===== config.mk =====
export PLATFORM = sky130hd
export DESIGN_NAME = sd_cmd_framer
export DESIGN_NICKNAME = d
export VERILOG_FILES = /design/src/rtl/sd_frame_pkg.sv /design/src/rtl/sd_frame_ctrl.sv /design/src/rtl/sd_frame_dp.sv /design/src/rtl/sd_cmd_framer.sv
export SDC_FILE = /design/constraint.sdc
export NUM_CORES = 1
export LEC_CHECK = 0
export BUFFER_PORTS_ARGS = -buffer_cell sky130_fd_sc_hd__buf_4
export CAP_MARGIN = 10
export CORE_ASPECT_RATIO = 1.4
export CORE_UTILIZATION = 40
export DETAILED_ROUTE_END_ITERATION = 7
export PLACE_DENSITY = 0.65
export SETUP_SLACK_MARGIN = 0.02
export SYNTH_ARGS = -nofsm -noshare
export SYNTH_HDL_FRONTEND = slang
export SYNTH_SLANG_ARGS = --single-unit
export TNS_END_PERCENT = 100

===== constraint.sdc =====
create_clock -name clk_i -period 2 [get_ports clk_i]
set_input_delay 0.4 -clock clk_i [delete_from_list [all_inputs] [get_ports clk_i]]
set_output_delay 0.4 -clock clk_i [all_outputs]
set_load 0.02 [all_outputs]

===== src/rtl/sd_frame_pkg.sv =====
package sd_frame_pkg;
  localparam int CMD_W    = 6;
  localparam int ARG_W    = 32;
  localparam int CRC_W    = 7;
  localparam int HDR_BITS = 2 + CMD_W + ARG_W;
  localparam int FRAME_BITS = HDR_BITS + CRC_W + 1;
  localparam int CNT_W    = $clog2(FRAME_BITS);

  typedef struct packed {
    logic load;     // capture index/argument, clear CRC
    logic step;     // move on to the next frame bit
    logic crcStep;  // bit leaving belongs to the CRC-covered header
    logic crcLoad;  // last header bit leaving: insert CRC and end bit
  } frameStrobe_t;
endpackage


===== src/rtl/sd_frame_ctrl.sv =====
module sd_frame_ctrl
  import sd_frame_pkg::*;
#(
  parameter int PHASE_LEN = 2
) (
  input  logic         clk_i,
  input  logic         rst_ni,
  input  logic         start_i,
  output frameStrobe_t strb_o,
  output logic         sdClk_o,
  output logic         busy_o
);
  localparam int PW = (PHASE_LEN > 1) ? $clog2(PHASE_LEN) : 1;
  localparam logic [PW-1:0]    PHASE_LAST = PW'(PHASE_LEN - 1);
  localparam logic [CNT_W-1:0] BIT_LAST   = CNT_W'(FRAME_BITS - 1);
  localparam logic [CNT_W-1:0] HDR_LAST   = CNT_W'(HDR_BITS - 1);

  typedef enum logic [1:0] {IDLE, CLK_LO, CLK_HI} ctrlState_t;

  ctrlState_t      state;
  logic [PW-1:0]   phaseCnt;
  logic [CNT_W-1:0] bitCnt;
  logic            phaseEnd;

  assign phaseEnd = (phaseCnt == PHASE_LAST);

  always_comb begin
    strb_o.load    = (state == IDLE) && start_i;
    strb_o.step    = (state == CLK_HI) && phaseEnd && (bitCnt != BIT_LAST);
    strb_o.crcStep = strb_o.step && (bitCnt <= HDR_LAST);
    strb_o.crcLoad = strb_o.step && (bitCnt == HDR_LAST);
  end

  always_ff @(posedge clk_i) begin
    if (!rst_ni) begin
      state    <= IDLE;
      phaseCnt <= '0;
      bitCnt   <= '0;
    end else begin
      case (state)
        IDLE: if (start_i) begin
          state    <= CLK_LO;
          phaseCnt <= '0;
          bitCnt   <= '0;
        end
        CLK_LO: begin
          if (phaseEnd) begin
            state    <= CLK_HI;
            phaseCnt <= '0;
          end else begin
            phaseCnt <= phaseCnt + 1'b1;
          end
        end
        CLK_HI: begin
          if (phaseEnd) begin
            phaseCnt <= '0;
            if (bitCnt == BIT_LAST) begin
              state <= IDLE;
            end else begin
              state  <= CLK_LO;
              bitCnt <= bitCnt + 1'b1;
            end
          end else begin
            phaseCnt <= phaseCnt + 1'b1;
          end
        end
        default: state <= IDLE;
      endcase
    end
  end

  assign busy_o  = (state != IDLE);
  assign sdClk_o = (state == CLK_HI);


  bit_range_chk: assert property (@(posedge clk_i) disable iff (!rst_ni)
    bitCnt <= BIT_LAST);


  frame_end_chk: assert property (@(posedge clk_i) disable iff (!rst_ni)
    $fell(busy_o) |-> $past(bitCnt) == BIT_LAST);


  busy_ignore_chk: assert property (@(posedge clk_i) disable iff (!rst_ni)
    (busy_o && start_i && state == CLK_LO) |=> busy_o);
endmodule


===== src/rtl/sd_frame_dp.sv =====
module sd_frame_dp
  import sd_frame_pkg::*;
(
  input  logic             clk_i,
  input  logic             rst_ni,
  input  frameStrobe_t     strb_i,
  input  logic             drive_i,
  input  logic [CMD_W-1:0] cmdIdx_i,
  input  logic [ARG_W-1:0] cmdArg_i,
  output logic             cmdData_o
);
  logic [HDR_BITS-1:0] shiftReg;
  logic [CRC_W-1:0]    crcReg;
  logic [CRC_W-1:0]    crcNext;
  logic                feedback;

  always_comb begin
    feedback = crcReg[CRC_W-1] ^ shiftReg[HDR_BITS-1];
    crcNext  = {crcReg[CRC_W-2:0], 1'b0} ^ (feedback ? 7'h09 : 7'h00);
  end

  always_ff @(posedge clk_i) begin
    if (!rst_ni) begin
      shiftReg <= '0;
      crcReg   <= '0;
    end else if (strb_i.load) begin
      shiftReg <= {2'b01, cmdIdx_i, cmdArg_i};
      crcReg   <= '0;
    end else if (strb_i.step) begin
      shiftReg <= shiftReg << 1;
      if (strb_i.crcStep) crcReg <= crcNext;
      if (strb_i.crcLoad) shiftReg[HDR_BITS-1 -: CRC_W+1] <= {crcNext, 1'b1};
    end
  end

  assign cmdData_o = drive_i ? shiftReg[HDR_BITS-1] : 1'b1;


  load_frame_chk: assert property (@(posedge clk_i) disable iff (!rst_ni)
    strb_i.load |=> shiftReg[HDR_BITS-1 -: 2] == 2'b01);


  end_bit_chk: assert property (@(posedge clk_i) disable iff (!rst_ni)
    strb_i.crcLoad |=> shiftReg[HDR_BITS-CRC_W-1]);
endmodule


===== src/rtl/sd_cmd_framer.sv =====
module sd_cmd_framer
  import sd_frame_pkg::*;
#(
  parameter int PHASE_LEN = 2
) (
  input  logic        clk_i,
  input  logic        rst_ni,
  input  logic        start_i,
  input  logic [5:0]  cmdIdx_i,
  input  logic [31:0] cmdArg_i,
  output logic        sdClk_o,
  output logic        cmdData_o,
  output logic        cmdOe_o,
  output logic        busy_o
);
  frameStrobe_t strb;
  logic         busy;
  logic         sdClk;
  logic         cmdData;

  sd_frame_ctrl #(.PHASE_LEN(PHASE_LEN)) u_ctrl (
    .clk_i   (clk_i),
    .rst_ni  (rst_ni),
    .start_i (start_i),
    .strb_o  (strb),
    .sdClk_o (sdClk),
    .busy_o  (busy)
  );

  sd_frame_dp u_dp (
    .clk_i     (clk_i),
    .rst_ni    (rst_ni),
    .strb_i    (strb),
    .drive_i   (busy),
    .cmdIdx_i  (cmdIdx_i),
    .cmdArg_i  (cmdArg_i),
    .cmdData_o (cmdData)
  );

  assign sdClk_o   = sdClk;
  assign cmdData_o = cmdData;
  assign cmdOe_o   = busy;
  assign busy_o    = busy;


  data_hold_chk: assert property (@(posedge clk_i) disable iff (!rst_ni)
    $rose(sdClk) |-> $stable(cmdData));


  idle_level_chk: assert property (@(posedge clk_i) disable iff (!rst_ni)
    !busy |-> (cmdData && !sdClk));
endmodule


==> results.ini, run 1 <==
[run_status]
status = finished with violations
violations = DRC

[hold_path]
min-delay-start = cmdIdx_i[3]
hp-class = input port to flip-flop
hold_depth = 3
hold_path_end = u_dp.shiftReg[35]$_SDFFE_PN0P_

[pwr]
power_w = 0.00298
vdd_drop_max_uv = 516
p_int_w = 0.00198
p_sw_w = 0.00100
switching_share_pct = 33.6
pwr-share-comb_pct = 29.7
pwr-share-seq_pct = 49.8
clkPwrFrac_pct = 20.5
power_density_mw_per_mm2 = 947
p_leak_nw = 1.23

[clock_tree]
cts.path.max_buffers = 2
clk_latency_ns = 0.30
htree_levels = 2
cts_tree = done
cts-root-buf = clkbuf_8
clk_pin_slew_ns = 0.10
holdBufCountCts = 0
numCtsBuffers = 5
clock-sinks = 56

[timing]
min_period_ns = 1.88
slew_headroom_pct = 49.7
layout_setup_ws_ns = 0.116
finalCritPeriodShare_pct = 94.2
setup_tns_ns = 0
finalHoldViolCount = 0
finalMaxSlewViolations = 0
finalClockSkew_ns = 0.00457
fmaxAchievable_mhz = 531
setup_violations = 0
holdWs_ns = 0.312
rsz0062_at_grt = no
tightest_slew_ns = 0.747

[global_route]
grt_first_pass_wirelength_mm = 9.95
grt_use_total_pct = 17.5
antenna_found_initial = 0
grt_max_degree = 38
grt_pass1_vias = 2207
gr-total-overflow = 0

[floorplan]
start_util_pct = 41.9
rows = 34
die_h_um = 98.1
die_w_um = 70.6
ios = 45
core_mm2 = 0.00630
die_area_mm2 = 0.00693

[synthesis]
synth_seq_area_share_pct = 42.5
syn_nets = 370
synth_seq_cells = 56
synthFlopType = dfxtp_1
synth-edff-count = 0
yosysWarnings = 0
synth.distinct_cells = 42
yosysTopAreaCell = dfxtp_1
syn_avg_cell_area_um2 = 8.17
netlist.area_leader.share_pct = 42.5
netlist_area_mm2 = 0.00264
synthTopCellsByCount = nand2_1 (71), dfxtp_1 (56), o21ai_0 (40)
netlist_instances = 323
yosysMostFrequentCell = nand2_1
netlist_top_cells_area = dfxtp_1 (42%), nand2_1 (10%), a31oi_1 (7.6%)
async_flop_share_pct = 0

[detailed_routing]
drc = 2
num_vias = 2353
wire_per_inst_um = 13.2
drt_pass1_iterations = 8
ant_nets = 0
drtIter0Drc = 116
drt-vias-per-instance = 5.45
routed_wl_mm = 5.72

[layout]
num_antenna_cells = 0
fillers = 611
drive_gt1_share_pct = 21.9
nNetsFinal = 406
final_cells = 432
syn2layout_area_growth_pct = 19.2

[placed_design]
hpwl_mm = 4.02
routabilityCongestion = 0.798
place_inst = 422
dp_slack_ns = 0.124
io_buffers = 44

[setup_path]
crit_buf_inv = 2
criticalPathCategory = flip-flop to output port
r2r_slack_ns = 0.19
r2r-end = u_ctrl.bitCnt[5]$_SDFFE_PN0P_
cp.arrival_ns = 1.48
rr_startpoint = u_ctrl.state[0]$_SDFFE_PN0P_
crit_path_max_incr_delay_ns = 0.38
cp.required_ns = 1.60
crit_path_end_kind = output port
critPathLaunchType = flip-flop
cpLargestDelayFamily = flip-flops
rr_worst_depth = 6
slowest_stage = dfxtp_2
path_cells = inv_1 > ha_1 > or2_2 > buf_4
worst-path-max-fanout = 5

[job]
drv_cap = 0

-- how the worst max path moves through the flow --
stage / slack, ns / end / start / cells past startpoint
2_1_floorplan: 0.15 / u_ctrl.bitCnt[5]$_SDFFE_PN0P_ / u_ctrl.state[0]$_SDFFE_PN0P_ / 7
3_3_place_gp: 0.21 / u_ctrl.bitCnt[5]$_SDFFE_PN0P_ / u_ctrl.state[0]$_SDFFE_PN0P_ / 6
3_5_place_dp: 0.12 / u_dp.shiftReg[35]$_SDFFE_PN0P_ / u_ctrl.state[0]$_SDFFE_PN0P_ / 7
4_1_cts: 0.06 / cmdData_o / u_ctrl.state[0]$_SDFFE_PN0P_ / 4
5_1_grt: 0.02 / cmdData_o / u_ctrl.state[0]$_SDFFE_PN0P_ / 4
6_report: 0.12 / cmdData_o / u_ctrl.state[0]$_SDFFE_PN0P_ / 4
-- per-layer routing --
metal  GRT usage (%)  vias to the layer above  part of all wire, %
met1            22.3                     1089                   46
met4            5.08                        0                 0.77
li1                -                     1211                    -
met3            2.99                        4                  3.9
met5               0                        -                    0
met2            30.4                       49                   49
-- power by group through the flow --
stage | combinational (W) | clock, W | sequential (W)
global placement | 0.000873 | 0 | 0.00150
detailed placement | 0.000881 | 0 | 0.00150
finish | 0.000885 | 0.000610 | 0.00148
CTS | 0.000883 | 0.000637 | 0.00148
global route | 0.00100 | 0.000669 | 0.00152
floorplan | 0.000675 | 0 | 0.00145
-- layout by cell type, fill, tap and decap left out, drive strengths merged, types with 2 or more instances in the layout --
| master | synthesis | layout |
|---|---|---|
| nor3 | 3 | 3 |
| buf | 14 | 56 |
| nor2 | 15 | 15 |
| o41ai | 3 | 3 |
| inv | 5 | 5 |
| nand3 | 10 | 10 |
| nor4b | 3 | 3 |
| a21boi | 4 | 4 |
| and2 | 3 | 3 |
| mux2i | 10 | 10 |
| o22ai | 2 | 2 |
| clkbuf | 13 | 7 |
| a211o | 2 | 2 |
| nand2 | 71 | 71 |
| or2 | 2 | 2 |
| a211oi | 2 | 2 |
| o31ai | 2 | 2 |
| or3 | 3 | 3 |
| o21ai | 40 | 40 |
| dfxtp | 56 | 56 |
| a21oi | 7 | 7 |
| xnor2 | 2 | 2 |
| a31oi | 33 | 33 |
| nor2b | 2 | 2 |
| ha | 6 | 6 |
-- worst register-to-register path, cell delays in order, from the launching register on --
cell	delay, ns
dfxtp_2	0.38
inv_1	0.08
ha_1	0.27
mux2_4	0.24
o221ai_4	0.14
or4_1	0.50
a21oi_1	0.14
-- sequential cells by signal (all words and copies together), names as in the netlist --
register / flops
u_ctrl.bitCnt: 6
u_ctrl.phaseCnt: 1
u_dp.crcReg: 7
u_ctrl.state: 2
u_dp.shiftReg: 40
-- cell type report --
class,count,area (um^2),share of cell area [%]
Clock buffer,7,76.3,2.43
Multi-Input combinational cell,235,1380,43.9
Timing Repair Buffer,56,445,14.2
Tap cell,72,90.1,2.87
Clock inverter,1,8.76,0.279
Inverter,5,18.8,0.597
Sequential cell,56,1120,35.7
-- repair_timing --
action | CTS | global route
setup buffers | 0 | 2
resized for setup | 0 | 3
setup endpoints to repair | 0 | 30
-- stage by stage --
stage	utilization, %	cell area (um^2)
floorplan	-	2640
global placement	48.3	3040
detailed placement	48.3	3040
CTS	49.6	3120
global route	49.9	3140
finish	49.9	3140
-- cells by family (layout without fill, tap and decap cells) --
family,Yosys count,count (layout),synth area share (%)
and+or+nand+nor,116,116,20.2
xor gates and xnor gates,3,3,0.996
DFF,56,56,42.5
buffers and inverters,32,69,5.36
adders and majority gates,6,6,2.84
muxes,11,11,4.36
AOI/OAI and AO/OA,99,99,23.8
Power figures use the tool's default switching activity.
==> run 2: changes to the inputs <==
--- a/config.mk
+++ b/config.mk
@@ -11,7 +11,7 @@
 export CORE_UTILIZATION = 40
 export DETAILED_ROUTE_END_ITERATION = 7
 export PLACE_DENSITY = 0.65
-export SETUP_SLACK_MARGIN = 0.02
+export SETUP_SLACK_MARGIN = 0.4
 export SYNTH_ARGS = -nofsm -noshare
 export SYNTH_HDL_FRONTEND = slang
 export SYNTH_SLANG_ARGS = --single-unit
==> run 2 against run 1 <==
Against the previous run:
- the run now ends clean
- sequential power about the same
- core utilization grew 4.3 points
- final cell count is 2.5% higher
- register-to-register slack improved by 0.14 ns
- clock power rose by 28%
- critical path type is now flip-flop to flip-flop
==> results.ini, run 2 (synthesis results as in run 1) <==
[timing]
rsz0062_at_grt = yes
finalHoldViolCount = 0  ; unchanged
finalMaxSlewViolations = 0  ; unchanged
layout_setup_ws_ns = 0.334  ; +0.219 ns
slew_headroom_pct = 73.0  ; +23 points
fmaxAchievable_mhz = 600  ; +13%
min_period_ns = 1.67  ; -0.219 ns
setup_tns_ns = 0  ; unchanged
finalCritPeriodShare_pct = 83.3  ; -11 points
tightest_slew_ns = 0.404  ; -0.343 ns
finalClockSkew_ns = 0.00764  ; +0.00307 ns
setup_violations = 0  ; unchanged

[layout]
fillers = 625  ; +2.3%
final-seq-area_mm2 = 0.00113  ; +0.78%
largest_reg_flops = 40  ; unchanged
max_flop_register = u_dp.shiftReg
design_area_mm2 = 0.00341  ; +8.5%
nNetsFinal = 417  ; +2.7%
multi_input_area_mm2 = 0.00147  ; +6.7%
num_antenna_cells = 0  ; unchanged
layout_common_cells = nand2_1 (68), buf_4 (57), dfxtp_1 (51)
final_cells = 443  ; +2.5%
final_common_cell = nand2_1
top_regs = u_dp.shiftReg x40, u_dp.crcReg x7, u_ctrl.bitCnt x6
drive_gt1_share_pct = 29.6  ; +7.7 points
syn2layout_area_growth_pct = 29.3

[global_route]
antenna_found_initial = 0  ; unchanged
gr-total-overflow = 0  ; unchanged
grt_use_total_pct = 19.2  ; +1.7 points
grt_pass1_vias = 2406  ; +9.0%
grt_first_pass_wirelength_mm = 10.9  ; +9.4%
grt_max_degree = 44  ; +16%

[placed_design]
hpwl_mm = 3.99  ; -0.69%
routabilityCongestion = 0.776  ; -2.7%
dpl_cell_area_mm2 = 0.00304  ; +0.12%
dp_slack_ns = 0.233  ; +0.109 ns
place_inst = 420  ; -0.47%
io_buffers = 44  ; unchanged

[clock_tree]
cts.path.max_buffers = 2  ; unchanged
holdBufCountCts = 0  ; unchanged
cts-root-buf = clkbuf_8
clk_pin_slew_ns = 0.10  ; about the same
htree_levels = 2  ; unchanged
clock-sinks = 56  ; unchanged
numCtsBuffers = 5  ; unchanged
clk_latency_ns = 0.31  ; about the same
cts_tree = done

[floorplan]
start_util_pct = 41.9  ; unchanged
die_h_um = 98.1  ; unchanged
rows = 34  ; unchanged
ios = 45  ; unchanged
die_area_mm2 = 0.00693  ; unchanged
core_mm2 = 0.00630  ; unchanged
die_w_um = 70.6  ; unchanged

[pwr]
vdd_drop_max_uv = 563  ; +9.2%
power_w = 0.00344  ; +15%
p_leak_nw = 1.34  ; +9.0%
power_density_mw_per_mm2 = 1010  ; +6.3%

[setup_path]
cp.arrival_ns = 1.91  ; +0.43 ns
critPathLaunchType = flip-flop
worst-path-max-fanout = 5  ; unchanged
r2r-end = u_ctrl.bitCnt[5]$_SDFFE_PN0P_
rr_startpoint = u_ctrl.state[0]$_SDFFE_PN0P_
rr_worst_depth = 7  ; +1
crit_path_end_kind = flip-flop
criticalPathCategory = flip-flop to flip-flop
r2r_slack_ns = 0.33  ; +0.14 ns
cp.required_ns = 2.24  ; +0.64 ns

[hold_path]
hp-class = input port to flip-flop
min-delay-start = cmdIdx_i[3]
hold_path_end = u_dp.shiftReg[35]$_SDFFE_PN0P_
hold_depth = 3  ; unchanged

[job]
drv_cap = 0  ; unchanged

[detailed_routing]
drtIter0Drc = 96  ; -17%
drt-vias-per-instance = 5.60  ; +2.8%
routed_wl_mm = 6.35  ; +11%
drt_pass1_iterations = 4  ; -4
ant_nets = 0  ; unchanged
wire_per_inst_um = 14.3  ; +8.2%
drc = 0  ; -2
num_vias = 2481  ; +5.4%

[run_status]
status = complete, no violations

run 2: metrics by stage:
| step | hold WS [ns] | utilization [%] |
|---|---|---|
| floorplan | 0.449 | - |
| global placement | 0.455 | 48.3 |
| detailed placement | 0.463 | 48.3 |
| CTS | 0.304 | 53.1 |
| global route | 0.309 | 54.2 |
| finish | 0.310 | 54.2 |
run 2: how the worst max path moves through the flow:
stage | start | to | slack (ns) | depth (start not counted)
after global routing | u_ctrl.state[1]$_SDFFE_PN0P_ | u_dp.shiftReg[11]$_SDFFE_PN0P_ | 0.26 | 8
after detailed placement | u_ctrl.bitCnt[0]$_SDFFE_PN0P_ | u_dp.shiftReg[37]$_SDFFE_PN0P_ | 0.23 | 6
after global placement | u_ctrl.bitCnt[0]$_SDFFE_PN0P_ | u_dp.shiftReg[36]$_SDFFE_PN0P_ | 0.31 | 6
after floorplan | u_ctrl.state[1]$_SDFFE_PN0P_ | u_ctrl.bitCnt[2]$_SDFFE_PN0P_ | 0.41 | 6
after CTS | u_ctrl.state[0]$_SDFFE_PN0P_ | cmdData_o | 0.35 | 4
final | u_ctrl.state[0]$_SDFFE_PN0P_ | u_ctrl.bitCnt[5]$_SDFFE_PN0P_ | 0.33 | 7
run 2: worst max-delay path: stages (launching register included):
cell and delay, ns:
dfxtp_4 0.37, inv_4 0.05, ha_4 0.16, buf_6 0.13, mux2_4 0.21, o221ai_4 0.12
or4_1 0.42, a21oi_1 0.15
run 2: layout make-up:
class / instances / share of cell area [%]
clock buffer: 6 / 2.42
sequential: 56 / 33.2
timing repair buffer: 66 / 16.5
tap: 72 / 2.64
inverter: 5 / 0.917
clock inverter: 2 / 1.14
multi-input combinational: 236 / 43.2
run 2: routing by layer:
layer / global-route usage (%) / wire length, um
met4: 7.08 / 105
met2: 33.2 / 3210
met1: 24.0 / 2770
met3: 2.99 / 259
met5: 0 / 0
run 2: timing repair:
action | 4_1_cts | 5_1_grt
buffers inserted | 9 | 4
setup endpoints to repair | 47 | 51
pin swaps | 3 | 6
cloned | 2 | 0
hold endpoints to repair | 0 | 0
resized for setup | 25 | 11
run 2: report_power, final:
part,internal (W),switching (W),total (W)
Combinational,0.000554,0.000608,0.00116
Clock,0.000410,0.000371,0.000781
Sequential,0.00135,0.000148,0.00150
